[config.mk]
export PLATFORM = sky130hd
export DESIGN_NAME = xlat_fault_latch
export DESIGN_NICKNAME = d
export VERILOG_FILES = /design/src/rtl/xfl_pkg.sv /design/src/rtl/xfl_record.sv /design/src/rtl/xfl_mask_irq.sv /design/src/rtl/xfl_readmux.sv /design/src/rtl/xlat_fault_latch.sv
export SDC_FILE = /design/constraint.sdc
export NUM_CORES = 1
export LEC_CHECK = 0
export BUFFER_PORTS_ARGS = -buffer_cell sky130_fd_sc_hd__buf_2
export CAP_MARGIN = 15
export CORE_ASPECT_RATIO = 0.8
export CORE_MARGIN = 2
export CORE_UTILIZATION = 52
export DETAILED_ROUTE_END_ITERATION = 16
export PLACE_DENSITY = 0.9
export REMOVE_ABC_BUFFERS = 1
export SKIP_LAST_GASP = 1
export SLEW_MARGIN = 10
export SYNTH_ARGS = -nofsm -noshare
export SYNTH_HDL_FRONTEND = slang
export SYNTH_HIERARCHICAL = 1
export SYNTH_SLANG_ARGS = --single-unit
[constraint.sdc]
create_clock -name clk -period 3 [get_ports clk]
set_clock_uncertainty 0.2 [all_clocks]
set_input_delay 0.6 -clock clk [delete_from_list [all_inputs] [get_ports clk]]
set_output_delay 0.6 -clock clk [all_outputs]
set_load 0.1 [all_outputs]
[src/rtl/xfl_pkg.sv]
package xfl_pkg;
  localparam int XFL_VALID_BIT = 31;
  localparam int XFL_SID_END   = 28;   // stream field ends at bit 27
  localparam int XFL_OFF_STAT  = 'h40;
  localparam int XFL_OFF_MASK  = 'h44;
  localparam int XFL_OFF_ALO   = 'h50;
  localparam int XFL_OFF_AHI   = 'h54;
endpackage

[src/rtl/xfl_record.sv]
module xfl_record #(
  parameter int SID_W  = 4,
  parameter int CODE_W = 12
) (
  input  logic              clk,
  input  logic              rst,
  input  logic              pulse,
  input  logic [SID_W-1:0]  sid,
  input  logic [CODE_W-1:0] cause,
  input  logic [63:0]       addr,
  input  logic              clr_en,
  input  logic [31:0]       clr_bits,
  output logic [31:0]       status_q,
  output logic [63:0]       addr_q
);
  import xfl_pkg::*;
  localparam int SID_LSB = XFL_SID_END - SID_W;

  logic [31:0] kept;
  logic [31:0] fresh;
  logic        take;

  always_comb begin
    kept  = clr_en ? (status_q & ~clr_bits) : status_q;
    take  = pulse && !kept[XFL_VALID_BIT];
    fresh = '0;
    fresh[XFL_VALID_BIT]        = 1'b1;
    fresh[SID_LSB +: SID_W]     = sid;
    fresh[CODE_W-1:0]           = cause;
  end

  always_ff @(posedge clk) begin
    if (rst) begin
      status_q <= '0;
      addr_q   <= '0;
    end else begin
      status_q <= take ? fresh : kept;
      if (take) addr_q <= addr;
    end
  end
endmodule

[src/rtl/xfl_mask_irq.sv]
module xfl_mask_irq #(
  parameter int CODE_W   = 12,
  parameter bit HAS_MASK = 1'b1
) (
  input  logic              clk,
  input  logic              rst,
  input  logic              mask_we,
  input  logic [CODE_W-1:0] mask_wdata,
  input  logic              rec_valid,
  input  logic [CODE_W-1:0] rec_code,
  output logic [CODE_W-1:0] mask_q,
  output logic              irq_q
);
  generate
    if (HAS_MASK) begin : g_mask
      always_ff @(posedge clk) begin
        if (rst)          mask_q <= '1;
        else if (mask_we) mask_q <= mask_wdata;
      end
    end else begin : g_nomask
      assign mask_q = '0;
    end
  endgenerate

  always_ff @(posedge clk) begin
    if (rst) irq_q <= 1'b0;
    else     irq_q <= rec_valid && |(rec_code & ~mask_q);
  end
endmodule

[src/rtl/xfl_readmux.sv]
module xfl_readmux #(
  parameter int ADDR_W   = 8,
  parameter int CODE_W   = 12,
  parameter bit HAS_MASK = 1'b1
) (
  input  logic              clk,
  input  logic              rst,
  input  logic              rd,
  input  logic [ADDR_W-1:0] addr,
  input  logic [31:0]       status,
  input  logic [63:0]       fault_addr,
  input  logic [CODE_W-1:0] mask,
  output logic [31:0]       rdata_q
);
  import xfl_pkg::*;
  logic [31:0] sel;

  always_comb begin
    sel = '0;
    if (addr == ADDR_W'(XFL_OFF_STAT))                  sel = status;
    else if (addr == ADDR_W'(XFL_OFF_ALO))              sel = fault_addr[31:0];
    else if (addr == ADDR_W'(XFL_OFF_AHI))              sel = fault_addr[63:32];
    else if (HAS_MASK && addr == ADDR_W'(XFL_OFF_MASK)) sel = 32'(mask);
  end

  always_ff @(posedge clk) begin
    if (rst)     rdata_q <= '0;
    else if (rd) rdata_q <= sel;
    else         rdata_q <= '0;
  end
endmodule

[src/rtl/xlat_fault_latch.sv]
module xlat_fault_latch #(
  parameter int SID_W    = 4,
  parameter int CODE_W   = 12,
  parameter int ADDR_W   = 8,
  parameter bit HAS_MASK = 1'b1
) (
  input  logic              clk,
  input  logic              rst,
  input  logic              fault_pulse,
  input  logic [SID_W-1:0]  fault_sid,
  input  logic [CODE_W-1:0] fault_cause,
  input  logic [63:0]       fault_addr,
  input  logic              bus_wr,
  input  logic              bus_rd,
  input  logic [ADDR_W-1:0] bus_addr,
  input  logic [31:0]       bus_wdata,
  output logic [31:0]       bus_rdata,
  output logic              irq
);
  import xfl_pkg::*;

  logic [31:0]       rec_status;
  logic [63:0]       rec_addr;
  logic [CODE_W-1:0] mask_q;
  logic              stat_we;
  logic              mask_we;

  assign stat_we = bus_wr && (bus_addr == ADDR_W'(XFL_OFF_STAT));
  assign mask_we = bus_wr && (bus_addr == ADDR_W'(XFL_OFF_MASK));

  xfl_record #(.SID_W(SID_W), .CODE_W(CODE_W)) u_rec (
    .clk(clk), .rst(rst), .pulse(fault_pulse), .sid(fault_sid),
    .cause(fault_cause), .addr(fault_addr), .clr_en(stat_we),
    .clr_bits(bus_wdata), .status_q(rec_status), .addr_q(rec_addr)
  );

  xfl_mask_irq #(.CODE_W(CODE_W), .HAS_MASK(HAS_MASK)) u_irq (
    .clk(clk), .rst(rst), .mask_we(mask_we),
    .mask_wdata(bus_wdata[CODE_W-1:0]),
    .rec_valid(rec_status[XFL_VALID_BIT]),
    .rec_code(rec_status[CODE_W-1:0]),
    .mask_q(mask_q), .irq_q(irq)
  );

  xfl_readmux #(.ADDR_W(ADDR_W), .CODE_W(CODE_W), .HAS_MASK(HAS_MASK)) u_rd (
    .clk(clk), .rst(rst), .rd(bus_rd), .addr(bus_addr),
    .status(rec_status), .fault_addr(rec_addr), .mask(mask_q),
    .rdata_q(bus_rdata)
  );
endmodule

==> results.sh <==
export IMPL_gr_usage_met3_pct=6.366
export IMPL_finalCritPeriodShare_pct=82.04
export IMPL_cts_tree="yes"
export IMPL_p_leak_nw=3.035
export IMPL_cts_clk_slew_worst_paths_ns=0.06
export IMPL_dp_hpwl_um=10120
export IMPL_max_slew_worst_pin_slew_ns=0.8424
export IMPL_cts_buffer_depth=2
export IMPL_die_area_um2=12050
export IMPL_drc=0
export IMPL_synth_compound_area_share_pct=19.17
export IMPL_met1_usage_pct=35.83
export IMPL_die_h_um=98.58
export IMPL_cts_root_buffer="clkbuf_16"
export IMPL_place_congestion=0.8661
export IMPL_antenna_found_initial=1
export IMPL_slew_limit_headroom_pct=43.71
export IMPL_synthSimpleGateAreaFrac_pct=15.88
export IMPL_post_synth_xor_area_fraction_pct=0
export IMPL_die_w_um=122.2
export IMPL_layout_area_seq_um2=2823
export IMPL_synth_area_mux_share_pct=10.33
export IMPL_ys_warnings_count=6
export IMPL_worstSetupEndpointType="flop"
export IMPL_core_area_um2=10890
export IMPL_cts_hold_buf=0
export IMPL_multiInputGateArea_um2=2664
export IMPL_grt_pass1_vias=5140
export IMPL_avgSynthCellArea_um2=9.200
export IMPL_syn_cell_area_um2=5814
export IMPL_power_total_mw=4.706
export IMPL_layout_commonest_cell="buf_2"
export IMPL_grt_use_total_pct=27.75
export IMPL_synth_top_family_by_area="compound AO/OA/AOI/OAI gates"
export IMPL_area_delta_synth_final_pct=26.08
export IMPL_hold_path_class="input port to flop"
export IMPL_grt_util_met2_pct=45.85
export IMPL_worstPathArrival_ns=2.58
export IMPL_rsz0062_at_grt="no"
export IMPL_tns_ns=0
export IMPL_synth_cell_type_count=32
export IMPL_start_util_pct=53.39
export IMPL_vdd_ir_drop_max_mv=0.4200
export IMPL_syn_instance_count=632
export IMPL_htree_levels=4
export IMPL_mostFrequentLayoutCells="157 x buf_2, 141 x dfxtp_1, 81 x a21oi_1, 80 x nand3_1, 53 x o21ai_0"
export IMPL_portBuffers=157
export IMPL_synth_fa_ha_area_share_pct=0
export IMPL_dr_pass1_iters=5
export IMPL_ys_seq_area_share_pct=48.55
export IMPL_wl_um=16390
export IMPL_drv_slew=0
export IMPL_drtIter0Drc=515
export IMPL_cap_violations=0
export IMPL_overflow=0
export IMPL_powerDensity_nw_per_um2=642.0
export IMPL_cp_max_fo=25
export IMPL_wl_per_cell_um=17.87
export IMPL_fillCellCount=883
export IMPL_num_rows=34
export IMPL_cts_made_buffers=17
export IMPL_drive_above_1_share_pct=31.61
export IMPL_start_kind="input port"
export IMPL_period_needed_ns=2.461
export IMPL_clkLatencyLatePin_ns=0.41
export IMPL_ant_nets=0
export IMPL_clock_fmax_mhz=406.3
export IMPL_grt_busiest_layer="met2"
export IMPL_outcome="finished clean"
export IMPL_path_class="input port to flop"
export IMPL_finalHoldViolCount=0
export IMPL_num_nets_final=884
export IMPL_postCtsSetupRepairBufs=0
export IMPL_ctsResizeCount=0
export IMPL_clock_sinks=141
export IMPL_setup_violations=0
export IMPL_ys_ff_latch=141
export IMPL_grt_max_degree=82
export IMPL_vias=5381
export IMPL_viasPerCell=5.868
export IMPL_ios=158
export IMPL_cp_required_ns=3.12
export IMPL_grt_pass1_wl_um=26210
[logic make-up after synthesis]
logic type / Yosys count
flip-flops: 141
buffers and inverters: 71
multiplexers: 41
AND/OR/NAND/NOR: 188
AO/OA/AOI/OAI: 191
[cells in the mapped netlist]
| library cell | number | area share [%] |
|---|---|---|
| mux4_1 | 4 | 1.8 |
| a2111oi_2 | 3 | 0.77 |
| a22oi_1 | 20 | 2.6 |
| a21bo_1 | 1 | 0.17 |
| inv_2 | 1 | 0.064 |
| dfxtp_1 | 141 | 49 |
| a31oi_1 | 1 | 0.11 |
| buf_6 | 5 | 0.97 |
| o21ai_0 | 53 | 4.6 |
| mux4_2 | 8 | 3.1 |
| mux2_2 | 20 | 3.9 |
| buf_12 | 1 | 0.34 |
| buf_1 | 16 | 1.0 |
| a21oi_4 | 1 | 0.28 |
| nor2_1 | 21 | 1.4 |
| nand3_1 | 80 | 6.9 |
| buf_4 | 1 | 0.13 |
| o211ai_1 | 19 | 2.5 |
| and3_1 | 27 | 2.9 |
| nor4b_1 | 2 | 0.30 |
| o21ai_1 | 11 | 0.95 |
| clkbuf_1 | 19 | 1.2 |
| nand2_1 | 45 | 2.9 |
| nor3_1 | 2 | 0.17 |
| a21oi_1 | 81 | 7.0 |
| nor2b_1 | 9 | 0.97 |
| inv_1 | 5 | 0.32 |
| buf_2 | 23 | 2.0 |
| a21boi_4 | 1 | 0.32 |
| or4_4 | 1 | 0.19 |
| nand4bb_1 | 1 | 0.19 |
| mux2i_1 | 9 | 1.5 |
[critical path, cell delays in order]
cell	delay, ns
buf_2	0.11
or4_4	0.56
nor3_2	0.30
a21bo_2	0.47
buf_12	0.23
nand3_1	0.10
a21oi_1	0.20
[stage by stage]
stage | std cells | instance area [µm²] | utilization [%] | hold slack [ns] | worst slack [ns]
finish | 917 | 7331 | 67.31 | 0.2228 | 0.5389
detailed placement | 884 | 6670 | 61.25 | 0.2647 | 0.1511
global placement | 884 | 6670 | 61.25 | 0.2588 | 0.2473
CTS | 916 | 7328 | 67.29 | 0.2146 | 0.5559
floorplan | 567 | 5484 | - | 0.2360 | -2.022
global route | 917 | 7331 | 67.31 | 0.2236 | 0.4332
[state kept, by name (all words and copies together), names as in the netlist]
| signal | count |
|---|---|
| u_irq/mask_q | 12 |
| u_irq/irq_q | 1 |
| u_rec/status_q | 32 |
| u_rec/addr_q | 64 |
| u_rd/rdata_q | 32 |
[cell type report]
| cell class | count | share of cell area (%) |
|---|---|---|
| flip-flops and latches | 141 | 38.50 |
| repair buffers | 173 | 13.38 |
| clock buffers | 22 | 6.469 |
| inverters | 6 | 0.3072 |
| multi-input cells | 420 | 36.34 |
| well taps | 144 | 2.458 |
| diodes | 1 | 0.03414 |
| clock inverters | 10 | 2.509 |
[routing by layer]
metal	up-vias	routed length, µm
met2	265	7950
li1	2524	-
met3	32	1237
met1	2560	6842
met5	-	0
met4	0	358
[worst paths after layout]
path,start,end,cells past startpoint,slack [ns]
worst max-delay path,bus_addr[1],u_rec/status_q[10]$_SDFFE_PP0P_,7,0.54
worst min-delay path,bus_wdata[0],u_irq/mask_q[0]$_SDFFE_PP1P_,3,0.22
worst max register to register,u_rec/status_q[31]$_SDFF_PP0_,u_rec/addr_q[52]$_SDFFE_PP0P_,4,1.01
worst min register to register,u_rec/addr_q[25]$_SDFFE_PP0P_,u_rec/addr_q[25]$_SDFFE_PP0P_,2,0.27
[report_power, final]
part           total (mW)  leakage (nW)  switching (mW)  internal (mW)
Clock                2.32         0.317           0.782           1.54
Combinational       0.414          1.57           0.233          0.181
Sequential           1.97          1.15          0.0322           1.94
Total                4.71          3.03            1.05           3.66
Note: power is estimated with default switching activity, not from simulation.
